## config.mk

```make
export PLATFORM = sky130hd
export DESIGN_NAME = timebase_capture
export DESIGN_NICKNAME = d
export VERILOG_FILES = /design/src/rtl/timebase_capture_pkg.sv /design/src/rtl/tbc_datapath.sv /design/src/rtl/tbc_control.sv /design/src/rtl/timebase_capture.sv
export SDC_FILE = /design/constraint.sdc
export NUM_CORES = 1
export LEC_CHECK = 0
export ABC_AREA = 1
export ABC_CLOCK_PERIOD_IN_PS = 2170
export BUFFER_PORTS_ARGS = -buffer_cell sky130_fd_sc_hd__buf_4
export CAP_MARGIN = 20
export CORE_MARGIN = 4
export CORE_UTILIZATION = 45
export CTS_CLUSTER_DIAMETER = 40
export CTS_CLUSTER_SIZE = 30
export DETAILED_ROUTE_END_ITERATION = 6
export HOLD_SLACK_MARGIN = 0.03
export PLACE_DENSITY = 0.7
export REMOVE_ABC_BUFFERS = 1
export SYNTH_ARGS = -nofsm -noshare
export SYNTH_HDL_FRONTEND = slang
export SYNTH_SLANG_ARGS = --single-unit
```

## constraint.sdc

```tcl
create_clock -name clk -period 2.17 [get_ports clk]
set_clock_uncertainty 0.1 [all_clocks]
set_input_delay 0.1085 -clock clk [delete_from_list [all_inputs] [get_ports clk]]
set_output_delay 0.1085 -clock clk [all_outputs]
set_load 0.005 [all_outputs]
```

## src/rtl/timebase_capture_pkg.sv

```systemverilog
`timescale 1ns/1ps
package timebase_capture_pkg;
  // strobes from control to datapath
  typedef struct packed {
    logic capLoad;
    logic periodX2;
  } ctlStrobe_t;

  // events from datapath to control
  typedef struct packed {
    logic wrapEvt;
    logic ovfEvt;
    logic edgeSeen;
  } dpEvent_t;
endpackage

```

## src/rtl/tbc_datapath.sv

```systemverilog
`timescale 1ns/1ps
module tbc_datapath
  import timebase_capture_pkg::*;
#(
  parameter int PRESCALE    = 32,
  parameter int CNT_W       = 8,
  parameter int WRAP_AT     = 249,
  parameter int SYNC_STAGES = 2
) (
  input  logic             clk,
  input  logic             rstN,
  input  logic             capPin,
  input  ctlStrobe_t       ctlStb,
  output dpEvent_t         dpEvt,
  output logic [CNT_W-1:0] capVal
);
  localparam int PRE_W = (PRESCALE > 1) ? $clog2(PRESCALE) : 1;
  localparam logic [PRE_W-1:0] PRE_LAST = PRE_W'(PRESCALE - 1);
  localparam logic [CNT_W-1:0] CNT_LAST = CNT_W'(WRAP_AT);

  logic [PRE_W-1:0] preCnt;
  logic [CNT_W-1:0] baseCnt;
  logic             tick;
  logic             halfPhase;
  logic [SYNC_STAGES:0] pinPipe;

  assign tick = (preCnt == PRE_LAST);

  // prescaler
  always_ff @(posedge clk or negedge rstN) begin
    if (!rstN)     preCnt <= '0;
    else if (tick) preCnt <= '0;
    else           preCnt <= preCnt + 1'b1;
  end

  // timebase counter with short wrap
  always_ff @(posedge clk or negedge rstN) begin
    if (!rstN)
      baseCnt <= '0;
    else if (tick)
      baseCnt <= (baseCnt == CNT_LAST) ? '0 : baseCnt + 1'b1;
  end

  assign dpEvt.wrapEvt = tick && (baseCnt == CNT_LAST);

  // wrap pairing for the stretched period
  always_ff @(posedge clk or negedge rstN) begin
    if (!rstN)                 halfPhase <= 1'b0;
    else if (!ctlStb.periodX2) halfPhase <= 1'b0;
    else if (dpEvt.wrapEvt)    halfPhase <= ~halfPhase;
  end

  assign dpEvt.ovfEvt = dpEvt.wrapEvt && (!ctlStb.periodX2 || halfPhase);

  // synchronizer stages plus one history stage
  genvar gi;
  generate
    for (gi = 0; gi <= SYNC_STAGES; gi++) begin : g_sync
      always_ff @(posedge clk or negedge rstN) begin
        if (!rstN) pinPipe[gi] <= 1'b0;
        else if (gi == 0) pinPipe[gi] <= capPin;
        else pinPipe[gi] <= pinPipe[(gi == 0) ? 0 : gi - 1];
      end
    end
  endgenerate

  assign dpEvt.edgeSeen = pinPipe[SYNC_STAGES] ^ pinPipe[SYNC_STAGES-1];

  // capture latch
  always_ff @(posedge clk or negedge rstN) begin
    if (!rstN)              capVal <= '0;
    else if (ctlStb.capLoad) capVal <= baseCnt;
  end
endmodule

```

## src/rtl/tbc_control.sv

```systemverilog
`timescale 1ns/1ps
module tbc_control
  import timebase_capture_pkg::*;
#(
  parameter int DATA_W = 8
) (
  input  logic              clk,
  input  logic              rstN,
  input  logic              regRdEn,
  input  logic              regWrEn,
  input  logic              regAddr,
  input  logic [DATA_W-1:0] regWrData,
  input  dpEvent_t          dpEvt,
  input  logic [DATA_W-1:0] capVal,
  output ctlStrobe_t        ctlStb,
  output logic [DATA_W-1:0] regRdData,
  output logic              tbIrq,
  output logic              capIrq
);
  localparam int BIT_CAP_IE = 0;
  localparam int BIT_CAP_F  = 1;
  localparam int BIT_TB_IE  = 2;
  localparam int BIT_TB_F   = 3;
  localparam int BIT_X2     = 4;

  logic capIe, tbIe, periodX2;
  logic capFlag, tbFlag;
  logic rdStatus, rdCapture, wrStatus;

  assign rdStatus  = regRdEn && !regAddr;
  assign rdCapture = regRdEn &&  regAddr;
  assign wrStatus  = regWrEn && !regAddr;

  always_ff @(posedge clk or negedge rstN) begin
    if (!rstN) begin
      capIe    <= 1'b0;
      tbIe     <= 1'b0;
      periodX2 <= 1'b0;
    end else if (wrStatus) begin
      capIe    <= regWrData[BIT_CAP_IE];
      tbIe     <= regWrData[BIT_TB_IE];
      periodX2 <= regWrData[BIT_X2];
    end
  end

  assign ctlStb.capLoad  = dpEvt.edgeSeen && !capFlag;
  assign ctlStb.periodX2 = periodX2;

  // sticky flags: a set event wins over a read clear
  always_ff @(posedge clk or negedge rstN) begin
    if (!rstN) begin
      capFlag <= 1'b0;
      tbFlag  <= 1'b0;
    end else begin
      capFlag <= ctlStb.capLoad || (capFlag && !rdCapture);
      tbFlag  <= dpEvt.ovfEvt  || (tbFlag  && !rdStatus);
    end
  end

  always_comb begin
    regRdData = '0;
    if (regAddr) begin
      regRdData = capVal;
    end else begin
      regRdData[BIT_CAP_IE] = capIe;
      regRdData[BIT_CAP_F]  = capFlag;
      regRdData[BIT_TB_IE]  = tbIe;
      regRdData[BIT_TB_F]   = tbFlag;
      regRdData[BIT_X2]     = periodX2;
    end
  end

  assign tbIrq  = tbFlag  && tbIe;
  assign capIrq = capFlag && capIe;
endmodule

```

## src/rtl/timebase_capture.sv

```systemverilog
`timescale 1ns/1ps
module timebase_capture
  import timebase_capture_pkg::*;
#(
  parameter int PRESCALE    = 32,
  parameter int CNT_W       = 8,
  parameter int WRAP_AT     = 249,
  parameter int SYNC_STAGES = 2
) (
  input  logic             clk,
  input  logic             rstN,
  input  logic             capPin,
  input  logic             regRdEn,
  input  logic             regWrEn,
  input  logic             regAddr,
  input  logic [CNT_W-1:0] regWrData,
  output logic [CNT_W-1:0] regRdData,
  output logic             tbIrq,
  output logic             capIrq
);
  ctlStrobe_t       ctlStb;
  dpEvent_t         dpEvt;
  logic [CNT_W-1:0] capVal;

  tbc_datapath #(
    .PRESCALE(PRESCALE), .CNT_W(CNT_W), .WRAP_AT(WRAP_AT), .SYNC_STAGES(SYNC_STAGES)
  ) u_dp (
    .clk(clk), .rstN(rstN), .capPin(capPin),
    .ctlStb(ctlStb), .dpEvt(dpEvt), .capVal(capVal)
  );

  tbc_control #(.DATA_W(CNT_W)) u_ctl (
    .clk(clk), .rstN(rstN),
    .regRdEn(regRdEn), .regWrEn(regWrEn), .regAddr(regAddr), .regWrData(regWrData),
    .dpEvt(dpEvt), .capVal(capVal), .ctlStb(ctlStb),
    .regRdData(regRdData), .tbIrq(tbIrq), .capIrq(capIrq)
  );
endmodule

```

==> impl_results.html, run 1 <==
<table>
<tr><th>Metric</th><th>Value</th></tr>
<tr><th colspan="2">Hold path</th></tr>
<tr><td>Path type of the worst min-delay path</td><td>in -&gt; reg</td></tr>
<tr><td>Hold_sp</td><td>regWrEn</td></tr>
<tr><th colspan="2">Floorplan</th></tr>
<tr><td>Standard-cell row count</td><td>19</td></tr>
<tr><td>Initial core utilization</td><td>48.3%</td></tr>
<tr><td>Die Height</td><td>63.1 µm</td></tr>
<tr><td>Area inside the core boundary</td><td>0.00283 mm²</td></tr>
<tr><td>Count of boundary I/O pins</td><td>24</td></tr>
<tr><td>Die extent in x</td><td>63.1 µm</td></tr>
<tr><td>DIE AREA</td><td>0.00398 mm²</td></tr>
<tr><th colspan="2">STA</th></tr>
<tr><td>Highest clock frequency the design can meet</td><td>0.541 GHz</td></tr>
<tr><td>Final Hold Violating Endpoints</td><td>0</td></tr>
<tr><td>Rel. slew slack</td><td>58.4%</td></tr>
<tr><td>Minimum period implied by the final worst setup slack</td><td>1.85 ns</td></tr>
<tr><td>RSZ-0062 raised after global routing</td><td>false</td></tr>
<tr><td>Final-report max-slew violation count</td><td>0</td></tr>
<tr><td>Slew at the pin with the worst max-slew slack</td><td>0.624 ns</td></tr>
<tr><td>Post-route clock period utilization</td><td>85.1%</td></tr>
<tr><td>Final count of negative-setup-slack endpoints</td><td>0</td></tr>
<tr><td>TNS Setup</td><td>0 ns</td></tr>
<tr><td>Fin Hold WS</td><td>0.0476 ns</td></tr>
<tr><th colspan="2">Power</th></tr>
<tr><td>Internal power component</td><td>809 µW</td></tr>
<tr><td>Total power</td><td>1100 µW</td></tr>
<tr><td>Part of the total power dissipated in sequential elements</td><td>55.5%</td></tr>
<tr><td>Leakage power summed over all cells</td><td>0.000842 µW</td></tr>
<tr><td>Power density normalized to cell area</td><td>670 mW/mm²</td></tr>
<tr><td>Portion of total power attributed to the clock network</td><td>32.0%</td></tr>
<tr><td>P_sw</td><td>294 µW</td></tr>
<tr><td>Switching part of the total power</td><td>26.6%</td></tr>
<tr><td>Share of power burned in combinational logic</td><td>12.4%</td></tr>
<tr><td>Max IR drop VDD</td><td>0.000290 V</td></tr>
<tr><th colspan="2">Yosys</th></tr>
<tr><td>Register area share after synthesis</td><td>54.9%</td></tr>
<tr><td>Count of warnings emitted by yosys</td><td>0</td></tr>
<tr><td>Synth top area share</td><td>54.9%</td></tr>
<tr><td>Library cell with the largest summed area after synthesis</td><td>sky130_fd_sc_hd__dfrtp_1</td></tr>
<tr><td>Average size of a mapped cell</td><td>8.70 µm²</td></tr>
<tr><td>Number of unique standard cell types used by synthesis</td><td>19</td></tr>
<tr><td>Leading post-synthesis cells by cell area</td><td>sky130_fd_sc_hd__dfrtp_1 55%, sky130_fd_sc_hd__nand2_1 11%, sky130_fd_sc_hd__inv_1 6.0%, sky130_fd_sc_hd__o21ai_1 4.0%, sky130_fd_sc_hd__ha_1 3.7%</td></tr>
<tr><td>Post-synthesis cell area</td><td>0.00137 mm²</td></tr>
<tr><td>Register bit total from synthesis</td><td>30</td></tr>
<tr><td>Post-synthesis cell count</td><td>157</td></tr>
<tr><th colspan="2">Worst setup path</th></tr>
<tr><td>Crit end category</td><td>flop</td></tr>
<tr><td>Maximum fanout encountered on the critical timing path</td><td>8</td></tr>
<tr><td>Slowest cell on crit path</td><td>sky130_fd_sc_hd__dfrtp_1</td></tr>
<tr><td>Crit path largest cell delay</td><td>0.38 ns</td></tr>
<tr><td>Worst r2r src</td><td>u_dp.preCnt[0]</td></tr>
<tr><td>Critical path start-end classification</td><td>reg -&gt; reg</td></tr>
<tr><td>Required time at the endpoint of the critical path</td><td>2.32 ns</td></tr>
<tr><td>Cell-by-cell trace of the critical path</td><td>ha_1 -&gt; nand2_1 -&gt; nor2_1 -&gt; ha_1 -&gt; nand2_2 -&gt; nor2_2 -&gt; nand3_1 -&gt; nor2_1 -&gt; nor2_2</td></tr>
<tr><td>First element of the critical path</td><td>u_dp.preCnt[0]</td></tr>
<tr><td>Element type at the critical path start</td><td>flop</td></tr>
<tr><td>Arrival time of the worst setup path</td><td>2.00 ns</td></tr>
<tr><th colspan="2">CTS</th></tr>
<tr><td>TritonCTS clock tree</td><td>yes</td></tr>
<tr><td>Clock transition at path regs</td><td>0.10 ns</td></tr>
<tr><td>Post-CTS Hold Fix Bufs</td><td>6</td></tr>
<tr><td>Clock root cell</td><td>sky130_fd_sc_hd__clkbuf_4</td></tr>
<tr><td>Number of cells upsized or downsized after cts</td><td>0</td></tr>
<tr><td>Number of post-CTS setup repair buffers</td><td>0</td></tr>
<tr><td>Number of buffers added by the clock tree synthesis step</td><td>5</td></tr>
<tr><td>CTS max path bufs</td><td>2</td></tr>
<tr><td>Clock sink count</td><td>30</td></tr>
<tr><td>Clock insertion delay at the later pin of the skew report</td><td>0.35 ns</td></tr>
<tr><td>H-tree depth</td><td>2</td></tr>
<tr><th colspan="2">GRT</th></tr>
<tr><td>Initial antenna violation count</td><td>0</td></tr>
<tr><td>Wire length of the first global-routing pass</td><td>4310 µm</td></tr>
<tr><td>Total grt overflow</td><td>0</td></tr>
<tr><td>Via count of the first global-routing pass</td><td>1018</td></tr>
<tr><td>Pin count of the biggest net entering global routing</td><td>31</td></tr>
<tr><td>Total routing usage reported by global routing</td><td>14.4%</td></tr>
<tr><th colspan="2">Route</th></tr>
<tr><td>Met2 wire length</td><td>1220 µm</td></tr>
<tr><td>Detailed Routing Iterations Pass 1</td><td>4</td></tr>
<tr><td>Length of routed met3 wiring</td><td>145 µm</td></tr>
<tr><td>Uppermost layer routed</td><td>met4</td></tr>
<tr><td>DRC errors left</td><td>0</td></tr>
<tr><td>Number of vias after detailed routing</td><td>1053</td></tr>
<tr><td>Sum of routed wire length over all layers</td><td>2510 µm</td></tr>
<tr><td>Post-detailed-route wirelength per cell</td><td>11.5 µm</td></tr>
<tr><td>Remaining number of nets flagged by the antenna check after routing</td><td>0</td></tr>
<tr><td>Routed metal-1 wire length</td><td>1050 µm</td></tr>
<tr><td>Via density</td><td>4.85</td></tr>
<tr><td>DR iter-0 viols</td><td>44</td></tr>
<tr><th colspan="2">Layout</th></tr>
<tr><td>Diode insertion count for antenna repair</td><td>0</td></tr>
<tr><td>Share of post-route cells with drive strength above 1</td><td>19.9%</td></tr>
<tr><td>Non-filler instance count after layout</td><td>217</td></tr>
<tr><td>Most frequent cells in the layout</td><td>41 x sky130_fd_sc_hd__nand2_1, 30 x sky130_fd_sc_hd__dfrtp_1, 22 x sky130_fd_sc_hd__inv_1, 18 x sky130_fd_sc_hd__buf_4, 13 x sky130_fd_sc_hd__nor2_1</td></tr>
<tr><td>Total number of nets in the final design</td><td>203</td></tr>
<tr><td>Relative area change from synthesis to final layout</td><td>20.4%</td></tr>
<tr><td>Area occupied by multi-input gates</td><td>514 µm²</td></tr>
<tr><td>Register cell area after layout</td><td>751 µm²</td></tr>
<tr><td>Most frequent standard cell in the layout excluding fill and tap cells</td><td>sky130_fd_sc_hd__nand2_1</td></tr>
<tr><td>Fill cell total of the finished layout</td><td>234</td></tr>
<tr><th colspan="2">Place</th></tr>
<tr><td>Post-DP HPWL</td><td>1830 µm</td></tr>
<tr><td>Placed cells</td><td>203</td></tr>
<tr><td>Number of port buffers</td><td>18</td></tr>
<tr><td>RePlAce Congestion</td><td>0.736</td></tr>
<tr><th colspan="2">Outcome</th></tr>
<tr><td>Outcome</td><td>complete, no violations</td></tr>
<tr><th colspan="2">Job</th></tr>
<tr><td>Count of max-cap constraint violations</td><td>0</td></tr>
</table>
-- per-stage QoR --
stage / worst slack (ns) / area (µm²) / util, %
final: 0.322 / 1650 / 58.2
after global routing: 0.139 / 1650 / 58.2
after CTS: 0.301 / 1650 / 58.2
after detailed placement: 0.323 / 1520 / 53.8
after global placement: 0.373 / 1520 / 53.8
after floorplan: 0.521 / 1350 / -
-- power groups by stage --
stage          Sequential [µW]  Clock, µW  Combinational, µW
2_1_floorplan              617          0               68.1
3_3_place_gp               621          0                128
3_5_place_dp               623          0                130
4_1_cts                    612        367                139
5_1_grt                    617        399                157
6_report                   612        353                137
-- layout make-up --
cell class                 instances  area share [%]
clock buffer                       6            3.12
sequential                        30            45.6
inverter                          22            5.02
multi-input combinational        102            31.3
clock inverter                     2           0.760
tap                               31            2.36
timing repair buffer              24            11.9
-- registers in the layout (all words and copies together), names as in the netlist --
name and flops:
u_dp.baseCnt 8, u_dp.capVal 8, u_dp.preCnt 5, u_dp.pinPipe 3, u_ctl.capFlag 1, u_ctl.capIe 1
u_ctl.periodX2 1, u_ctl.tbFlag 1, u_ctl.tbIe 1, u_dp.halfPhase 1
-- kinds of logic (layout without fill, tap and decap cells) --
| kind of cell | Yosys count | after routing | share of synthesized area, % |
|---|---|---|---|
| compound gates | 27 | 27 | 10.4 |
| flops | 30 | 30 | 54.9 |
| buf+inv | 25 | 54 | 7.42 |
| fa+ha+maj | 4 | 4 | 3.66 |
| simple gates | 71 | 71 | 23.5 |
-- per-layer routing --
| metal | vias up | GRT usage, % |
|---|---|---|
| met1 | 478 | 14.3 |
| met4 | 0 | 10.7 |
| met5 | - | 0 |
| li1 | 547 | - |
| met2 | 20 | 24.5 |
| met3 | 8 | 4.97 |
-- critical path, delay by kind of cell (launching register included) --
kind	cells	cell delay [ns]
flops	1	0.38
simple gates	7	0.76
fa+ha+maj	2	0.52
-- final timing paths --
kind | cells past startpoint | slack, ns | end
worst max-delay path | 9 | 0.32 | u_dp.baseCnt[7]
worst min register to register | 0 | 0.26 | u_dp.pinPipe[1]
min in group asynchronous | 2 | 0.11 | u_ctl.tbIe
worst min-delay path | 3 | 0.05 | u_ctl.tbIe
max in group asynchronous | 2 | 1.57 | u_dp.baseCnt[1]
worst max register to register | 9 | 0.32 | u_dp.baseCnt[7]
-- cells in the mapped netlist (all sizes together) --
cell type and number:
buf 2, o21ai 18, a21oi 9, ha 4, nand2 44, dfrtp 30
nor3 1, inv 22, nand3 7, clkbuf 1, and3 1, nor2 18
Note: power is estimated with default switching activity, not from simulation.
==> run 2: changes to the inputs <==
--- a/config.mk
+++ b/config.mk
@@ -15,7 +15,7 @@
 export CTS_CLUSTER_SIZE = 30
 export DETAILED_ROUTE_END_ITERATION = 6
 export HOLD_SLACK_MARGIN = 0.03
-export PLACE_DENSITY = 0.7
+export PLACE_DENSITY = 0.63
 export REMOVE_ABC_BUFFERS = 1
 export SYNTH_ARGS = -nofsm -noshare
 export SYNTH_HDL_FRONTEND = slang
==> run 2 against run 1 <==
Critical path depth stayed put; register-to-register slack about the same; final cell count is 0.46% higher; critical path type unchanged; worst hold slack better by 0.024 ns; global-route usage is 0.62 points higher; largest cell class unchanged.
==> impl_results.html, run 2 (same netlist as run 1, synthesis figures left out) <==
<table>
<tr><th>Metric</th><th>Value</th></tr>
<tr><th colspan="2">Outcome</th></tr>
<tr><td>Outcome</td><td>complete, no violations</td></tr>
<tr><th colspan="2">STA</th></tr>
<tr><td>Final count of negative-setup-slack endpoints</td><td>0</td></tr>
<tr><td>TNS Setup</td><td>0 ns</td></tr>
<tr><td>RSZ-0062 raised after global routing</td><td>false</td></tr>
<tr><td>Rel. slew slack</td><td>58.2%</td></tr>
<tr><td>Final-report max-slew violation count</td><td>0</td></tr>
<tr><td>Highest clock frequency the design can meet</td><td>0.539 GHz</td></tr>
<tr><td>Minimum period implied by the final worst setup slack</td><td>1.86 ns</td></tr>
<tr><td>Final Hold Violating Endpoints</td><td>0</td></tr>
<tr><td>Post-route clock period utilization</td><td>85.5%</td></tr>
<tr><td>Slew at the pin with the worst max-slew slack</td><td>0.627 ns</td></tr>
<tr><th colspan="2">Floorplan</th></tr>
<tr><td>Count of boundary I/O pins</td><td>24</td></tr>
<tr><td>DIE AREA</td><td>0.00398 mm²</td></tr>
<tr><td>Die extent in x</td><td>63.1 µm</td></tr>
<tr><td>Standard-cell row count</td><td>19</td></tr>
<tr><td>Area inside the core boundary</td><td>0.00283 mm²</td></tr>
<tr><td>Initial core utilization</td><td>48.3%</td></tr>
<tr><td>Die Height</td><td>63.1 µm</td></tr>
<tr><th colspan="2">CTS</th></tr>
<tr><td>Number of buffers added by the clock tree synthesis step</td><td>5</td></tr>
<tr><td>Clock transition at path regs</td><td>0.09 ns</td></tr>
<tr><td>CTS max path bufs</td><td>2</td></tr>
<tr><td>Number of post-CTS setup repair buffers</td><td>0</td></tr>
<tr><td>TritonCTS clock tree</td><td>yes</td></tr>
<tr><td>Clock sink count</td><td>30</td></tr>
<tr><td>Clock insertion delay at the later pin of the skew report</td><td>0.32 ns</td></tr>
<tr><td>Number of cells upsized or downsized after cts</td><td>0</td></tr>
<tr><td>Clock root cell</td><td>sky130_fd_sc_hd__clkbuf_4</td></tr>
<tr><td>H-tree depth</td><td>2</td></tr>
<tr><th colspan="2">Layout</th></tr>
<tr><td>Non-filler instance count after layout</td><td>218</td></tr>
<tr><td>Share of post-route cells with drive strength above 1</td><td>19.3%</td></tr>
<tr><td>Diode insertion count for antenna repair</td><td>0</td></tr>
<tr><td>Most frequent standard cell in the layout excluding fill and tap cells</td><td>sky130_fd_sc_hd__nand2_1</td></tr>
<tr><td>Relative area change from synthesis to final layout</td><td>20.9%</td></tr>
<tr><td>Total number of nets in the final design</td><td>204</td></tr>
<tr><td>Register cell area after layout</td><td>751 µm²</td></tr>
<tr><td>Area occupied by multi-input gates</td><td>514 µm²</td></tr>
<tr><td>Util after Layout</td><td>58.4%</td></tr>
<tr><td>Most frequent cells in the layout</td><td>41 x sky130_fd_sc_hd__nand2_1, 30 x sky130_fd_sc_hd__dfrtp_1, 22 x sky130_fd_sc_hd__inv_1, 18 x sky130_fd_sc_hd__buf_4, 13 x sky130_fd_sc_hd__nor2_1</td></tr>
<tr><td>Fill cell total of the finished layout</td><td>277</td></tr>
<tr><td>Largest regs</td><td>u_dp.baseCnt: 8 flops, u_dp.capVal: 8 flops, u_dp.preCnt: 5 flops</td></tr>
<tr><th colspan="2">Worst setup path</th></tr>
<tr><td>Maximum fanout encountered on the critical timing path</td><td>8</td></tr>
<tr><td>Cell occurring most often along the worst timing path</td><td>sky130_fd_sc_hd__nand2_1</td></tr>
<tr><td>Arrival time of the worst setup path</td><td>1.97 ns</td></tr>
<tr><td>Crit end category</td><td>flop</td></tr>
<tr><td>Element type at the critical path start</td><td>flop</td></tr>
<tr><td>Number of buffer and inverter instances along the worst setup path</td><td>0</td></tr>
<tr><td>Crit path largest cell delay</td><td>0.38 ns</td></tr>
<tr><td>Cell-by-cell trace of the critical path</td><td>ha_1 -&gt; nand2_1 -&gt; nor2_1 -&gt; ha_1 -&gt; nand3_1 -&gt; nor2_2 -&gt; nand2_1 -&gt; nand2_1 -&gt; a21oi_1</td></tr>
<tr><td>Top Family by Delay on Critical Path</td><td>simple AND/OR/NAND/NOR gates</td></tr>
<tr><td>Required time at the endpoint of the critical path</td><td>2.29 ns</td></tr>
<tr><td>Slowest cell on crit path</td><td>sky130_fd_sc_hd__dfrtp_1</td></tr>
<tr><td>Critical path start-end classification</td><td>reg -&gt; reg</td></tr>
<tr><th colspan="2">GRT</th></tr>
<tr><td>Pin count of the biggest net entering global routing</td><td>31</td></tr>
<tr><td>Wire length of the first global-routing pass</td><td>4600 µm</td></tr>
<tr><td>Initial antenna violation count</td><td>0</td></tr>
<tr><td>Total routing usage reported by global routing</td><td>15.0%</td></tr>
<tr><td>Total grt overflow</td><td>0</td></tr>
<tr><td>Via count of the first global-routing pass</td><td>1053</td></tr>
<tr><th colspan="2">Power</th></tr>
<tr><td>Portion of total power attributed to the clock network</td><td>31.1%</td></tr>
<tr><td>Power density normalized to cell area</td><td>659 mW/mm²</td></tr>
<tr><td>Part of the total power dissipated in sequential elements</td><td>56.1%</td></tr>
<tr><td>Leakage power summed over all cells</td><td>0.000847 µW</td></tr>
<tr><td>Internal power component</td><td>811 µW</td></tr>
<tr><td>Switching part of the total power</td><td>25.5%</td></tr>
<tr><td>Max IR drop VDD</td><td>0.000396 V</td></tr>
<tr><td>Share of power burned in combinational logic</td><td>12.9%</td></tr>
<tr><td>P_sw</td><td>277 µW</td></tr>
<tr><th colspan="2">Place</th></tr>
<tr><td>Post-DP HPWL</td><td>1800 µm</td></tr>
<tr><td>Placed cells</td><td>203</td></tr>
<tr><td>RePlAce Congestion</td><td>0.745</td></tr>
<tr><td>Number of port buffers</td><td>18</td></tr>
<tr><th colspan="2">Hold path</th></tr>
<tr><td>Path type of the worst min-delay path</td><td>in -&gt; reg</td></tr>
<tr><th colspan="2">Route</th></tr>
<tr><td>Detailed Routing Iterations Pass 1</td><td>4</td></tr>
<tr><td>Sum of routed wire length over all layers</td><td>2450 µm</td></tr>
<tr><td>Via density</td><td>4.78</td></tr>
<tr><td>DR iter-0 viols</td><td>32</td></tr>
<tr><td>DRC errors left</td><td>0</td></tr>
<tr><td>Post-detailed-route wirelength per cell</td><td>11.2 µm</td></tr>
<tr><td>Remaining number of nets flagged by the antenna check after routing</td><td>0</td></tr>
<tr><td>Number of vias after detailed routing</td><td>1041</td></tr>
<tr><th colspan="2">Job</th></tr>
<tr><td>Count of max-cap constraint violations</td><td>0</td></tr>
</table>
## run 2: cell count changes in the layout (fill, tap and decap cells not counted)
| cell | before | now |
|---|---|---|
| sky130_fd_sc_hd__clkbuf_1 | 0 | 1 |
| sky130_fd_sc_hd__clkinvlp_4 | 1 | 0 |
| sky130_fd_sc_hd__dlygate4sd3_1 | 6 | 7 |
## run 2: path summary, 6_finish.rpt
path | from | endpoint | slack, ns | depth (start not counted)
max in group asynchronous | rstN | u_dp.preCnt[0] | 1.56 | 2
setup reg to reg | u_dp.preCnt[0] | u_dp.baseCnt[6] | 0.31 | 9
hold reg to reg | u_dp.pinPipe[0] | u_dp.pinPipe[1] | 0.26 | 0
setup / recovery | u_dp.preCnt[0] | u_dp.baseCnt[6] | 0.31 | 9
hold / removal | regWrEn | u_ctl.periodX2 | 0.07 | 3
min in group asynchronous | rstN | u_dp.pinPipe[2] | 0.13 | 2
## run 2: power groups by stage
stage | combinational, µW | sequential (µW) | clock [µW]
floorplan | 68.1 | 617 | 0
global placement | 129 | 621 | 0
detailed placement | 132 | 622 | 0
CTS | 142 | 611 | 356
global route | 162 | 616 | 390
finish | 140 | 610 | 338
## run 2: metrics by stage
stage,setup slack [ns],power (µW),cell area [µm²],hold WS [ns]
after detailed placement,0.316,754,1520,-0.0455
final,0.315,1090,1650,0.0713
after CTS,0.302,1110,1650,0.0578
after global placement,0.365,750,1520,-0.0491
after floorplan,0.521,685,1350,-0.287
after global routing,0.0623,1170,1650,0.0640
## run 2: routing by layer
layer / share of wire, % / global-route usage [%] / wire length [µm]
met4: 2.2 / 5.79 / 53
met1: 47 / 17.7 / 1150
met2: 45 / 24.4 / 1110
met3: 5.7 / 6.04 / 139
met5: 0 / 0 / 0
## run 2: worst reg2reg max path, delay by kind of cell (launching register included)
family | cells | cell delay, ns
and+or+nand+nor | 6 | 0.67
AOI/OAI and AO/OA | 1 | 0.04
DFF | 1 | 0.38
adders and majority gates | 2 | 0.55
## run 2: layout make-up
| type | count | area share, % |
|---|---|---|
| clock buffers | 7 | 3.33 |
| clock inverters | 1 | 0.303 |
| multi-input cells | 102 | 31.1 |
| well taps | 31 | 2.35 |
| flip-flops and latches | 30 | 45.5 |
| repair buffers | 25 | 12.4 |
| inverters | 22 | 5.00 |
## run 2: what timing repair did
action                                  4_1_cts  5_1_grt
hold endpoints to repair                     36        0
hold buffers                                  7        0
endpoints found under the setup margin        0        0
